[src/rtl/vsb_pkg.sv]
package vsb_pkg;
    typedef enum logic [1:0] {
        UPD_IDLE    = 2'd0,
        UPD_ARMED   = 2'd1,
        UPD_BLOCKED = 2'd2
    } upd_state_t;

    localparam int CTRL_REQ_BIT = 0;
    localparam int ENABLE_BIT   = 0;

    function automatic int safe_clog2(input int n);
        return (n > 1) ? $clog2(n) : 1;
    endfunction
endpackage

[src/rtl/vsb_decode.sv]
module vsb_decode #(
    parameter int NUM_WIN = 2,
    parameter int DATA_W  = 32,
    parameter int IDX_W   = 2,
    parameter int WIN_W   = 1,
    parameter int ADDR_W  = 4
) (
    input  logic                      cpu_wr,
    input  logic [ADDR_W-1:0]         cpu_addr,
    input  logic [DATA_W-1:0]         cpu_wdata,
    input  logic [NUM_WIN*DATA_W-1:0] win_rd_flat,
    input  logic [NUM_WIN-1:0]        pending,
    input  logic                      armed,
    output logic [NUM_WIN-1:0]        win_wr,
    output logic [IDX_W-1:0]          reg_idx,
    output logic                      req_set,
    output logic [DATA_W-1:0]         cpu_rdata
);
    import vsb_pkg::*;

    logic             is_ctrl;
    logic [WIN_W-1:0] win_sel;
    logic [DATA_W-1:0] ctrl_word;

    assign is_ctrl = cpu_addr[ADDR_W-1];
    assign win_sel = cpu_addr[IDX_W +: WIN_W];
    assign reg_idx = cpu_addr[IDX_W-1:0];
    assign req_set = cpu_wr && is_ctrl && cpu_wdata[CTRL_REQ_BIT];
    assign ctrl_word = DATA_W'({pending, armed});

    for (genvar w = 0; w < NUM_WIN; w++) begin : g_wsel
        assign win_wr[w] = cpu_wr && !is_ctrl && (win_sel == WIN_W'(w));
    end

    always_comb begin
        cpu_rdata = '0;
        if (is_ctrl) begin
            cpu_rdata = ctrl_word;
        end else begin
            for (int w = 0; w < NUM_WIN; w++) begin
                if (win_sel == WIN_W'(w)) begin
                    cpu_rdata = win_rd_flat[w*DATA_W +: DATA_W];
                end
            end
        end
    end
endmodule

[src/rtl/vsb_window.sv]
module vsb_window #(
    parameter int DATA_W = 32,
    parameter int REGS   = 4,
    parameter int IDX_W  = 2
) (
    input  logic                   clk,
    input  logic                   rst_n,
    input  logic                   wr_en,
    input  logic [IDX_W-1:0]       wr_idx,
    input  logic [DATA_W-1:0]      wr_data,
    input  logic                   commit,
    input  logic [IDX_W-1:0]       rd_idx,
    output logic [DATA_W-1:0]      rd_data,
    output logic                   pending,
    output logic [REGS*DATA_W-1:0] active_flat,
    output logic                   enable
);
    import vsb_pkg::*;

    logic [DATA_W-1:0] shadow_q [REGS];
    logic [DATA_W-1:0] active_q [REGS];

    for (genvar r = 0; r < REGS; r++) begin : g_reg
        always_ff @(posedge clk or negedge rst_n) begin
            if (!rst_n) begin
                shadow_q[r] <= '0;
            end else if (wr_en && (wr_idx == IDX_W'(r))) begin
                shadow_q[r] <= wr_data;
            end
        end

        always_ff @(posedge clk or negedge rst_n) begin
            if (!rst_n) begin
                active_q[r] <= '0;
            end else if (commit) begin
                active_q[r] <= shadow_q[r];
            end
        end

        assign active_flat[r*DATA_W +: DATA_W] = active_q[r];
    end

    always_ff @(posedge clk or negedge rst_n) begin
        if (!rst_n) begin
            pending <= 1'b0;
        end else if (wr_en) begin
            pending <= 1'b1;
        end else if (commit) begin
            pending <= 1'b0;
        end
    end

    always_comb begin
        rd_data = '0;
        for (int r = 0; r < REGS; r++) begin
            if (rd_idx == IDX_W'(r)) begin
                rd_data = shadow_q[r];
            end
        end
    end

    assign enable = active_q[0][ENABLE_BIT];
endmodule

[src/rtl/vsb_update_fsm.sv]
module vsb_update_fsm (
    input  logic clk,
    input  logic rst_n,
    input  logic req_set,
    input  logic vsync,
    input  logic blocked,
    output logic armed,
    output logic copy_go
);
    import vsb_pkg::*;

    upd_state_t state_q, state_d;

    always_ff @(posedge clk or negedge rst_n) begin
        if (!rst_n) begin
            state_q <= UPD_IDLE;
        end else begin
            state_q <= state_d;
        end
    end

    always_comb begin
        state_d = state_q;
        unique case (state_q)
            UPD_IDLE: begin
                if (req_set) state_d = UPD_ARMED;
            end
            UPD_ARMED, UPD_BLOCKED: begin
                if (vsync) begin
                    if (req_set)      state_d = UPD_ARMED;
                    else if (blocked) state_d = UPD_BLOCKED;
                    else              state_d = UPD_IDLE;
                end
            end
            default: state_d = UPD_IDLE;
        endcase
    end

    always_comb begin
        armed   = 1'b0;
        copy_go = 1'b0;
        unique case (state_q)
            UPD_IDLE: begin
                armed = 1'b0;
            end
            UPD_ARMED, UPD_BLOCKED: begin
                armed   = 1'b1;
                copy_go = vsync;
            end
            default: begin
                armed = 1'b0;
            end
        endcase
    end
endmodule

[src/rtl/vsync_shadow_bank.sv]
module vsync_shadow_bank #(
    parameter int NUM_WIN     = 2,
    parameter int REGS_PER_WIN = 4,
    parameter int DATA_W      = 32,
    localparam int IDX_W      = vsb_pkg::safe_clog2(REGS_PER_WIN),
    localparam int WIN_W      = vsb_pkg::safe_clog2(NUM_WIN),
    localparam int ADDR_W     = IDX_W + WIN_W + 1,
    localparam int ACT_W      = NUM_WIN * REGS_PER_WIN * DATA_W
) (
    input  logic               clk,
    input  logic               rst_n,
    input  logic               cpu_wr,
    input  logic [ADDR_W-1:0]  cpu_addr,
    input  logic [DATA_W-1:0]  cpu_wdata,
    output logic [DATA_W-1:0]  cpu_rdata,
    input  logic               vsync,
    input  logic [NUM_WIN-1:0] win_protect,
    output logic [ACT_W-1:0]   active_regs,
    output logic [NUM_WIN-1:0] win_enable
);
    localparam int WIN_ACT_W = REGS_PER_WIN * DATA_W;

    logic [NUM_WIN-1:0]        win_wr;
    logic [IDX_W-1:0]          reg_idx;
    logic                      req_set;
    logic [NUM_WIN*DATA_W-1:0] win_rd_flat;
    logic [NUM_WIN-1:0]        pending;
    logic [NUM_WIN-1:0]        commit;
    logic                      armed;
    logic                      copy_go;
    logic                      blocked;

    assign blocked = |(pending & win_protect);

    vsb_decode #(
        .NUM_WIN(NUM_WIN), .DATA_W(DATA_W), .IDX_W(IDX_W),
        .WIN_W(WIN_W), .ADDR_W(ADDR_W)
    ) u_decode (
        .cpu_wr     (cpu_wr),
        .cpu_addr   (cpu_addr),
        .cpu_wdata  (cpu_wdata),
        .win_rd_flat(win_rd_flat),
        .pending    (pending),
        .armed      (armed),
        .win_wr     (win_wr),
        .reg_idx    (reg_idx),
        .req_set    (req_set),
        .cpu_rdata  (cpu_rdata)
    );

    vsb_update_fsm u_fsm (
        .clk    (clk),
        .rst_n  (rst_n),
        .req_set(req_set),
        .vsync  (vsync),
        .blocked(blocked),
        .armed  (armed),
        .copy_go(copy_go)
    );

    for (genvar w = 0; w < NUM_WIN; w++) begin : g_win
        assign commit[w] = copy_go && pending[w] && !win_protect[w];

        vsb_window #(
            .DATA_W(DATA_W), .REGS(REGS_PER_WIN), .IDX_W(IDX_W)
        ) u_win (
            .clk        (clk),
            .rst_n      (rst_n),
            .wr_en      (win_wr[w]),
            .wr_idx     (reg_idx),
            .wr_data    (cpu_wdata),
            .commit     (commit[w]),
            .rd_idx     (reg_idx),
            .rd_data    (win_rd_flat[w*DATA_W +: DATA_W]),
            .pending    (pending[w]),
            .active_flat(active_regs[w*WIN_ACT_W +: WIN_ACT_W]),
            .enable     (win_enable[w])
        );
    end
endmodule

[config.mk]
export PLATFORM = sky130hd
export DESIGN_NAME = vsync_shadow_bank
export DESIGN_NICKNAME = d
export VERILOG_FILES = /design/src/rtl/vsb_pkg.sv /design/src/rtl/vsb_decode.sv /design/src/rtl/vsb_window.sv /design/src/rtl/vsb_update_fsm.sv /design/src/rtl/vsync_shadow_bank.sv
export SDC_FILE = /design/constraint.sdc
export NUM_CORES = 1
export LEC_CHECK = 0
export ABC_AREA = 0
export BUFFER_PORTS_ARGS = -buffer_cell sky130_fd_sc_hd__buf_2
export CAP_MARGIN = 25
export CORE_UTILIZATION = 57
export CTS_CLUSTER_DIAMETER = 80
export DETAILED_ROUTE_END_ITERATION = 12
export GPL_ROUTABILITY_DRIVEN = 0
export PLACE_DENSITY = 0.87
export SETUP_SLACK_MARGIN = 0.5
export SYNTH_ARGS = -nofsm -noshare
export SYNTH_HDL_FRONTEND = slang
export SYNTH_SLANG_ARGS = --single-unit
[constraint.sdc]
create_clock -name clk -period 2.03 [get_ports clk]
set_input_delay 0.1015 -clock clk [delete_from_list [all_inputs] [get_ports clk]]
set_output_delay 0.1015 -clock clk [all_outputs]
set_load 0.01 [all_outputs]
**Word level (Yosys, flattened, before mapping)**

Index checks and enable logic that the tools add are counted.

- Muxes and demuxes: 21
- Bitwise gates (word level): 2
- Equality and inequality tests: 7
- Reductions and logical operators: 27

Operator list:

| kind | count |
|---|---|
| two-way mux 32 bit | 10 |
| logical AND 1 bit | 17 |
| two-way mux 2 bit | 4 |
| == test 2 bit, second input constant | 3 |
| two-way mux 1 bit | 6 |
| == test 2 x 1 -> 1 bit, second input constant | 2 |
| zero test 2 bit | 2 |
| inequality test 2 bit, second input constant | 2 |
| one-hot mux 2 bit (2 select lines) | 1 |
| nonzero test 2 bit | 2 |
| OR reduction 2 bit | 2 |
| zero test 1 bit | 3 |
| bitwise AND 2 bit | 1 |
| AND reduction 2 bit | 1 |
| NOT 1 bit | 1 |

- Logic and storage cells: 76
- Output and inout bits: 290
- Bits of input ports: 42
- Flip-flop bits (word level): 516

**Longest topological paths before layout**

Gate-level depths: netlist (run 1).

- Depth after elaboration: 7
- Depth in mapped cells: 6
- Gate-level depth less buffers: 5

**Hierarchy**

A second synthesis (run 1) with hierarchy kept.

- Cells, all modules: 1269
- Area total of the unflattened synthesis: 21300.4 µm²

By module, submodules not included:

| module | times used | area each (µm²) | cells each |
|---|---|---|---|
| vsb_window | 2 | 10276.1 | 585 |
| vsb_decode | 1 | 583.1 | 80 |
| vsb_update_fsm | 1 | 137.6 | 16 |
| vsync_shadow_bank | 1 | 27.5 | 3 |

**Worst setup path before layout (run 1)**

No wires, ideal clock.

- Kind: register to register
- Start: reg u_fsm.state_q[0]
- End: reg g_win[0].u_win.active_q, in the netlist g_win[0].u_win.active_flat[100]
- Arrival: 1.670 ns
- Cell stages (with the launch flop): 7
- Buffers on the path: 2
- Clock period less this slack: 1.795 ns
- Setup slack: 0.235 ns
- Library setup time: 0.125 ns
- Cell sequence: dfrtp_1 > inv_1 > ha_1 > nand4b_1 > clkbuf_1 > buf_2 > mux2_2

- Word-level cells in the longest chain between the ends: 5
- Elaborated cells on any way between the ends: 6

RTL lines:

| item | RTL line | RTL |
|---|---|---|
| from (decl) | vsb_update_fsm.sv:12 | `upd_state_t state_q, state_d;` |
| from (signal assigned) | vsb_update_fsm.sv:18 | `state_q <= state_d;` |
| == test 2 x 1 -> 1 bit or == test 2 bit (tied branches) | vsb_update_fsm.sv:42 | `unique case (state_q)` |
| OR reduction 2 bit * | vsb_update_fsm.sv:42 |  |
| two-way mux 1 bit * | vsb_update_fsm.sv:42 |  |
| logical AND 1 bit * (2 in a row) | vsync_shadow_bank.sv:62 | `assign commit[w] = copy_go && pending[w] && !win_protect[w];` |
| to (signal, indexed assignment) | vsb_window.sv:36 | `active_q[r] <= shadow_q[r];` |
| to (decl) | vsb_window.sv:21 | `logic [DATA_W-1:0] active_q [REGS];` |

Every way passes the cells marked *; elsewhere a longest branch is shown, timed or not.
A chain may end at the register's enable or synchronous reset.

**Final worst setup path (run 1)**

- Start: reg g_win[1].u_win.shadow_q[10] in the netlist's numbering
- End: out cpu_rdata[10]

- Word-level cells in the longest chain between the ends: 3

RTL lines:

| item | RTL line | RTL |
|---|---|---|
| from (decl) | vsb_window.sv:20 | `logic [DATA_W-1:0] shadow_q [REGS];` |
| from (signal, indexed assignment) | vsb_window.sv:28 | `shadow_q[r] <= wr_data;` |
| two-way mux 32 bit | vsb_window.sv:56 | `if (rd_idx == IDX_W'(r)) begin` |
| two-way mux 32 bit | vsb_decode.sv:41 | `if (win_sel == WIN_W'(w)) begin` |
| two-way mux 32 bit | vsb_decode.sv:37 | `if (is_ctrl) begin` |
| to (decl) | vsync_shadow_bank.sv:15 | `output logic [DATA_W-1:0] cpu_rdata,` |

No other way between the ends.

==> results of run 1 <==
## logic make-up (layout without fill, tap and decap cells)
family,count (synthesis),count (layout),synth area share
compound gates,38,38,0.00979
fa+ha+maj,2,2,0.00118
buf+inv,86,799,0.0208
flops,516,516,0.608
mux,586,586,0.343
other cells,0,2,0
simple gates,80,80,0.0172
## critical path, stage by stage (launching register included)
cell and delay (ps):
dfrtp_1 430, mux4_2 540, nand2_2 140, a21oi_2 80, buf_2 160
## metrics by stage
stage | area, um2 | cells | hold slack (ps)
floorplan | 21400 | 1308 | -194
global placement | 23900 | 2085 | 41.1
detailed placement | 23900 | 2085 | 47.8
CTS | 28900 | 2426 | 12.0
global route | 29700 | 2489 | 19.5
finish | 29700 | 2491 | 5.98
## flip-flops by register name (all words and copies together), names as in the netlist
register	cells
g_win.u_win.shadow_q	256
g_win.u_win.active_flat	256
u_fsm.state_q	2
g_win.u_win.pending	2
## placed cells by master, fill, tap and decap left out, drive strengths merged
master | synthesis | layout
buf | 72 | 662
dfrtp | 516 | 516
mux2 | 512 | 512
clkbuf | 10 | 73
nand2 | 62 | 62
mux4 | 61 | 61
dlygate4sd3 | 0 | 37
a21oi | 30 | 30
mux2i | 13 | 13
clkinv | 1 | 12
inv | 3 | 8
bufinv | 0 | 5
nand3 | 4 | 4
o21ai | 3 | 3
nor3 | 3 | 3
nor2 | 3 | 3
diode | 0 | 2
nand4b | 2 | 2
a32o | 2 | 2
clkinvlp | 0 | 2
ha | 2 | 2
nor3b | 1 | 1
nand2b | 1 | 1
nand3b | 1 | 1
nor2b | 1 | 1
o32ai | 1 | 1
nor4 | 1 | 1
a22oi | 1 | 1
nand4 | 1 | 1
o22ai | 1 | 1
## timing repair
| action | 4_1_cts | 5_1_grt |
|---|---|---|
| endpoints found under the setup margin | 289 | 368 |
| buffers inserted | 178 | 60 |
| cloned | 33 | 3 |
| resized for setup | 192 | 48 |
| endpoints found under the hold margin | 675 | 0 |
| pin swaps | 29 | 13 |
| hold buffers | 37 | 0 |
## final cells by class
cell class,instances,area [um2],share of cell area
Clock buffer,70,1470,0.0495
Multi-Input combinational cell,706,8500,0.286
Tap cell,468,586,0.0197
Clock inverter,23,260,0.00877
Timing Repair Buffer,702,5920,0.199
Inverter,4,15.0,0.000506
Sequential cell,516,12900,0.435
Antenna cell,2,5.00,0.000169
## power breakdown
part	leakage (nW)	switching (mW)	internal (mW)	total [mW]
Sequential	6.45	2.60	13.7	16.3
Clock	0.859	4.20	5.70	9.90
Combinational	7.44	6.33	8.22	14.6
## layer usage
layer | track usage | vias up
li1 | - | 6110
met1 | 0.456 | 8149
met2 | 0.637 | 1049
met3 | 0.0908 | 357
met4 | 0.242 | 4
met5 | 0 | -
## worst max path at each step
stage                                                        from                                          end  slack (ps)  cells after the start
after detailed placement             u_fsm.state_q[1]$_DFFE_PN0P_   g_win[0].u_win.active_flat[49]$_DFFE_PN0P_         160                      5
after global placement               u_fsm.state_q[1]$_DFFE_PN0P_   g_win[0].u_win.active_flat[49]$_DFFE_PN0P_         220                      5
final                     g_win[1].u_win.shadow_q[10]$_DFFE_PN0P_                                cpu_rdata[10]         -20                      4
after CTS                 g_win[1].u_win.shadow_q[66]$_DFFE_PN0P_                                 cpu_rdata[2]          70                      4
after global routing       g_win[1].u_win.shadow_q[0]$_DFFE_PN0P_                                 cpu_rdata[0]         -10                      4
after floorplan                      u_fsm.state_q[1]$_DFFE_PN0P_  g_win[0].u_win.active_flat[100]$_DFFE_PN0P_         430                      6
==> out/metrics.cfg, run 1 <==
[run_status]
outcome = finished with violations
failed_checks = negative setup slack

[synthesis]
synth_area_um2 = 21200
synth_top_area_frac = 0.608
synth_edf_count = 0
yosysMostFrequentCell = dfrtp_1
synth_area_leader_cell = dfrtp_1
seq_area_frac_synth = 0.608
yosys_most_used_dff = dfrtp_1
synth_fp_nets = 1352
synth_common_cells = dfrtp_1 (516), mux2_2 (498), nand2_1 (62), mux4_2 (61), buf_2 (58)
synth.distinct_cells = 31
async_flop_share = 1.00
synth_area_per_cell_um2 = 16.2
yosys_warnings = 0
synth-seq-cells = 516
synth_top_cells_by_area = dfrtp_1 (61%), mux2_2 (26%), mux4_2 (6.5%), buf_2 (1.4%), nand2_1 (1.1%)
synthCells = 1308

[setup_path]
ff2ff_setup_slack_ps = 40
cp_max_fo = 3
regToRegStartpoint = u_fsm.state_q[0]$_DFFE_PN0P_
arrival_ps = 1950
crit-reg2reg-capture = g_win[0].u_win.active_flat[0]$_DFFE_PN0P_
setup.worst_path.start_class = register
end_kind = output port
r2r_cells = 9
critPathKind = reg2out
required_ps = 1930

[die]
num_io_pins = 332
core_um2 = 36600
start_util = 0.580
die-area_um2 = 38000
rows = 70
die_x_um = 195
die_h_um = 195

[sta]
setup_viol = 2
slew_violations = 0
worst_slack_ps = -18.4
tightest_slew_ps = 468
rsz0062_at_grt = true
fin_setup_tns_ps = -21.0
fmax_ghz = 0.488
fin_crit_ps = 2050
period_share = 1.01
timing.slew.headroom = 0.688
finalHoldViolations = 0
clock_skew_ps = 18.0

[layout]
syn_to_final_growth_pct = 39.8
fillers = 1728
drive_gt1_frac = 0.682
utilization = 0.810
final_nets = 2025

[global_routing]
grt_pass1_vias = 16900
grt_max_degree = 73
grt_pass1_wl_um = 107000
antenna_found_initial = 2
overflow = 0
track_usage = 0.385

[routing]
routed_wl_um = 75500
top_layer = met5
wl_met1_um = 26600
drc_errors = 0
wl_met3_um = 6420
vias = 15700
antenna_left = 0
met2_wirelength_um = 37100
wl_per_cell_um = 30.3
dr.first_iter.drc_count = 1369
viasPerCell = 6.29
first_pass_iters = 5

[pwr]
power_density_nw_per_um2 = 1370
ir_drop_mv = 1.09
p_leak_nw = 14.7
power_mw = 40.7

[clock_tree]
clock_path_buffers = 3
clkSlewWorstSetupHoldPaths_ps = 70
clk_latency_ps = 610
root_buffer = clkbuf_16
cts-buffers-inserted = 51
clock_sinks = 516
htreeDepth = 2
cts_tree = built

[flow_run]
cap_violations = 0

[place]
hpwl_um = 36000
io_buffer_count = 331
dpl_worst_slack_ps = 157

[min_path]
hold_class = in2async

Note: power is estimated with default switching activity, not from simulation.
==> inputs of run 2 (changes only) <==
Settings changed: ABC_AREA 0 to unset, CORE_UTILIZATION 57 to 30, CTS_CLUSTER_DIAMETER 80 to 150, PLACE_DENSITY 0.87 to 0.55.
==> out/metrics.cfg, run 2 (synthesis results as in run 1) <==
[run_status]
outcome = finished clean

[layout]
drive_gt1_frac = 0.669  ; -0.0138
utilization = 0.436  ; -0.374
mostFrequentLayoutCell = dfrtp_1
layout_common_cells = dfrtp_1 (516), buf_2 (321), mux2_4 (255)
syn_to_final_growth_pct = 43.9
final_nets = 1982  ; -2.1%
fin_area_um2 = 30500  ; +3.0%

[clock_tree]
clk_latency_ps = 620  ; about the same
cts_tree = built
htreeDepth = 2  ; unchanged
root_buffer = clkbuf_16
cts-buffers-inserted = 56  ; +9.8%
clkSlewWorstSetupHoldPaths_ps = 60  ; about the same
clock_sinks = 516  ; unchanged
clock_path_buffers = 3  ; unchanged

[routing]
viasPerCell = 4.77  ; -24%
routed_wl_um = 68700  ; -9.1%
dr.first_iter.drc_count = 813  ; -41%
antenna_left = 0  ; unchanged
wl_per_cell_um = 23.5  ; -23%
first_pass_iters = 5  ; unchanged
vias = 14000  ; -11%
drc_errors = 0  ; unchanged

[setup_path]
critical-path-top-delay-family = buffers and inverters
critPathKind = reg2reg
cp_max_fo = 6  ; +3
worst-path-buf-inv = 6  ; +5
end_kind = register
crit_chain = inv_2 -> ha_4 -> nand4b_1 -> buf_12 -> buf_12 -> buf_12 -> buf_6 -> buf_6 -> mux2_4
ff2ff_setup_slack_ps = 50  ; about the same
required_ps = 2520  ; +590 ps
setup.worst_path.start_class = register
max_stage_delay_ps = 370  ; -170 ps
crit_top_cell = buf_12
crit_slowest_cell = dfrtp_1
arrival_ps = 2470  ; +520 ps

[global_routing]
track_usage = 0.187  ; -0.198
grt_pass1_wl_um = 99400  ; -7.0%
grt_max_degree = 90  ; +23%
overflow = 0  ; unchanged
grt_pass1_vias = 15000  ; -11%
antenna_found_initial = 7  ; +5

[die]
start_util = 0.303  ; -0.277
die-area_um2 = 71800  ; +89%
die_x_um = 268  ; +37%
num_io_pins = 332  ; unchanged
core_um2 = 70000  ; +91%
die_h_um = 268  ; +37%
rows = 97  ; +39%

[place]
hpwl_um = 40700  ; +13%
dpl_worst_slack_ps = 173  ; +16.0 ps
placed_area_um2 = 24600  ; +2.9%
io_buffer_count = 331  ; unchanged

[sta]
slew_violations = 0  ; unchanged
rsz0062_at_grt = true
clock_skew_ps = 25.9  ; +7.86 ps
fmax_ghz = 0.505  ; +3.4%
setup_viol = 0  ; -2
period_share = 0.976  ; -0.0329
timing.slew.headroom = 0.624  ; -0.0645
finalHoldViolations = 0  ; unchanged
worst_slack_ps = 48.3  ; +66.7 ps
fin_crit_ps = 1980  ; -66.7 ps
tightest_slew_ps = 564  ; +96.7 ps
hold-worst-slack_ps = 27.4  ; +21.4 ps

[pwr]
power_mw = 41.0  ; +0.71%
p_leak_nw = 15.2  ; +3.3%
ir_drop_mv = 0.726  ; -34%
power_frac_comb = 0.355  ; -0.002
p_switching_mw = 12.3  ; -6.0%
power_density_nw_per_um2 = 1340  ; -2.2%
p_int_mw = 28.7  ; +3.9%
switching_share = 0.301  ; -0.0215
seqPwrFrac = 0.388  ; -0.012
clkPwrFrac = 0.257  ; +0.014

[min_path]
hold_class = in2async

[flow_run]
cap_violations = 0  ; unchanged

## run 2: cell type report
cell class,instances,area [um2]
multi-input cells,706,9070
flip-flops and latches,516,12900
clock inverters,18,230
diodes,1,2.50
inverters,4,15.0
well taps,940,1180
clock buffers,87,1690
repair buffers,654,5450
fillers,6344,39500
## run 2: power by group through the flow
stage / sequential [mW] / combinational, mW / clock [mW]
after floorplan: 16.4 / 5.11 / 0
after global placement: 16.0 / 9.88 / 0
after detailed placement: 16.1 / 10.1 / 0
after CTS: 15.8 / 13.4 / 10.8
after global routing: 16.3 / 15.5 / 11.2
final: 15.9 / 14.6 / 10.6
## run 2: final timing paths
| path | from | to | cells after the start |
|---|---|---|---|
| min in group clk | cpu_addr[3] | g_win[0].u_win.pending$_DFFE_PN0P_ | 3 |
| worst min register to register | g_win[0].u_win.active_flat[82]$_DFFE_PN0P_ | g_win[0].u_win.active_flat[82]$_DFFE_PN0P_ | 1 |
| worst max register to register | u_fsm.state_q[0]$_DFFE_PN0P_ | g_win[1].u_win.active_flat[4]$_DFFE_PN0P_ | 9 |
| max in group asynchronous | rst_n | g_win[0].u_win.shadow_q[2]$_DFFE_PN0P_ | 3 |
| worst min-delay path | rst_n | g_win[1].u_win.active_flat[123]$_DFFE_PN0P_ | 2 |
| worst max-delay path | u_fsm.state_q[0]$_DFFE_PN0P_ | g_win[1].u_win.active_flat[4]$_DFFE_PN0P_ | 9 |
## run 2: metrics by stage
stage / setup TNS (ps) / cells
floorplan: 0 / 1308
global placement: 0 / 2560
detailed placement: 0 / 2560
CTS: -23.9 / 2875
global route: -12.2 / 2926
finish: 0 / 2926
## run 2: what timing repair did
item,4_1_cts,5_1_grt
pin swaps,14,4
gates resized for setup,248,132
gates cloned,23,3
setup buffers,150,47
setup endpoints to repair,290,290
hold buffers,37,0
endpoints found under the hold margin,734,0
## run 2: worst register-to-register path, cell delays in order, from the launching register on
cell	delay [ps]
dfrtp_1	370
inv_2	70
ha_4	280
nand4b_1	150
buf_12	190
buf_12	130
buf_12	150
buf_6	120
buf_6	120
mux2_4	290
## run 2: metal layers
layer  vias to the layer above  global-route usage  wire length, um
met5                         -                   0               84
met4                        12              0.0510             1630
met3                       118              0.0531             4560
met2                       379               0.307            32900
met1                      7435               0.242            29500
li1                       6027                   -                -
==> inputs of run 3 (changes only) <==
Settings changed: BUFFER_PORTS_ARGS -buffer_cell sky130_fd_sc_hd__buf_2 to -buffer_cell sky130_fd_sc_hd__buf_4, CTS_BUF_LIST set to sky130_fd_sc_hd__clkbuf_16.
==> out/metrics.cfg, run 3 (synthesis results as in run 1) <==
[run_status]
outcome = finished clean

[global_routing]
antenna_found_initial = 5  ; -2
grt_pass1_wl_um = 103000  ; +3.6%
track_usage = 0.196  ; +0.00890
grt_util_met2 = 0.329  ; +0.0218
grt_max_degree = 98  ; +8.9%
grtUsageMet3 = 0.0576  ; +0.00458
grt_pass1_vias = 15200  ; +1.7%
busiest_layer = met2
overflow = 0  ; unchanged
met1_usage = 0.250  ; +0.00772

[setup_path]
ff2ff_setup_slack_ps = 120  ; +70 ps
critPathKind = reg2out
cp_max_fo = 3  ; -3
setup.worst_path.start_class = register
required_ps = 1930  ; -590 ps
end_kind = output port
arrival_ps = 1860  ; -610 ps

[sta]
hold-worst-slack_ps = 113  ; +85.6 ps
slew_violations = 0  ; unchanged
fin_setup_tns_ps = 0  ; unchanged
clock_skew_ps = 31.1  ; +5.27 ps
fmax_ghz = 0.511  ; +1.3%
finalHoldViolations = 0  ; unchanged
fin_crit_ps = 1960  ; -25.0 ps
setup_viol = 0  ; unchanged
rsz0062_at_grt = true
period_share = 0.964  ; -0.0123
tightest_slew_ps = 568  ; +3.29 ps
timing.slew.headroom = 0.621  ; -0.00219

[pwr]
power_density_nw_per_um2 = 1330  ; -0.75%
p_leak_nw = 14.5  ; -4.8%
clkPwrFrac = 0.256  ; about the same
seqPwrFrac = 0.389  ; about the same
ir_drop_mv = 0.859  ; +18%
p_int_mw = 28.6  ; -0.17%
switching_share = 0.299  ; -0.00141
p_switching_mw = 12.2  ; -0.83%
power_mw = 40.9  ; -0.37%
power_frac_comb = 0.355  ; about the same

[place]
io_buffer_count = 331  ; unchanged
hpwl_um = 41200  ; +1.4%

[clock_tree]
clkSlewWorstSetupHoldPaths_ps = 60  ; about the same
clock_path_buffers = 3  ; unchanged
root_buffer = clkbuf_16
clk_latency_ps = 610  ; about the same
htreeDepth = 2  ; unchanged
cts_tree = built
cts-buffers-inserted = 57  ; +1.8%
clock_sinks = 516  ; unchanged

[routing]
first_pass_iters = 4  ; -1
drc_errors = 0  ; unchanged
vias = 14000  ; -0.086%
routed_wl_um = 69700  ; +1.5%
viasPerCell = 4.74  ; -0.83%
dr.first_iter.drc_count = 646  ; -21%
wl_per_cell_um = 23.6  ; +0.71%
antenna_left = 0  ; unchanged

[layout]
drive_gt1_frac = 0.678  ; +0.00995
final_nets = 2002  ; +1.0%
mostFrequentLayoutCell = buf_4
syn_to_final_growth_pct = 44.5
layout_common_cells = buf_4 (542), dfrtp_1 (516), mux2_2 (459)

[die]
core_um2 = 70000  ; unchanged
num_io_pins = 332  ; unchanged
die_h_um = 268  ; unchanged
start_util = 0.303  ; unchanged
die_x_um = 268  ; unchanged
die-area_um2 = 71800  ; unchanged
rows = 97  ; unchanged

[min_path]
hold_class = in2async

[flow_run]
cap_violations = 0  ; unchanged

run 3: changes by cell type in the layout (fill, tap and decap cells not counted), moves of 15 or more:
cell	change
clkbuf_8	-15
clkbuf_1	-15
buf_4	+347
mux2_4	-216
buf_2	-321
mux2_2	+216
run 3: layout make-up:
cell class              count  area (um2)
clock buffers              57        1430
fillers                  6376       39400
repair buffers            673        6380
inverters                   4        15.0
multi-input cells         706        8300
well taps                 940        1180
diodes                      2        5.00
clock inverters            50         444
flip-flops and latches    516       12900
run 3: stage by stage:
| stage | std cells | util | setup WS, ps | instance area, um2 |
|---|---|---|---|---|
| floorplan | 1308 | - | 431 | 21400 |
| CTS | 2910 | 0.433 | 16.4 | 30300 |
| global route | 2948 | 0.438 | 18.0 | 30700 |
| finish | 2948 | 0.438 | 73.3 | 30700 |
| global placement | 2556 | 0.362 | 126 | 25300 |
| detailed placement | 2556 | 0.362 | 116 | 25300 |
run 3: worst paths after layout:
path / cells past startpoint / start / end
min in group clk: 4 / cpu_addr[2] / g_win[0].u_win.shadow_q[70]$_DFFE_PN0P_
setup reg to reg: 8 / u_fsm.state_q[1]$_DFFE_PN0P_ / g_win[0].u_win.active_flat[45]$_DFFE_PN0P_
hold reg to reg: 1 / g_win[1].u_win.active_flat[14]$_DFFE_PN0P_ / g_win[1].u_win.active_flat[14]$_DFFE_PN0P_
hold / removal: 3 / rst_n / g_win[1].u_win.active_flat[57]$_DFFE_PN0P_
setup / recovery: 4 / g_win[0].u_win.shadow_q[23]$_DFFE_PN0P_ / cpu_rdata[23]
max in group asynchronous: 4 / rst_n / g_win[0].u_win.active_flat[16]$_DFFE_PN0P_
run 3: what timing repair did:
action / in CTS / in global routing
cloned: 29 / 0
setup endpoints to repair: 290 / 290
hold buffers: 38 / 0
buffers inserted: 180 / 36
resized for setup: 158 / 24
pin swaps: 29 / 7
endpoints found under the hold margin: 649 / 0
run 3: power by group through the flow:
stage	combinational, mW	sequential, mW	clock (mW)
floorplan	5.11	16.4	0
global placement	11.1	16.1	0
detailed placement	11.3	16.2	0
CTS	14.4	15.9	10.7
global route	15.5	16.3	11.1
finish	14.5	15.9	10.5
run 3: critical path: stages (launching register included):
cell and delay [ps]:
dfrtp_1 400, mux4_2 470, nand2_1 130, a21oi_2 80, buf_4 160
run 3: per-layer routing:
metal	routed length, um	vias up
li1	-	6110
met1	29400	7417
met2	34400	339
met3	4710	87
met4	1150	6
met5	49	-
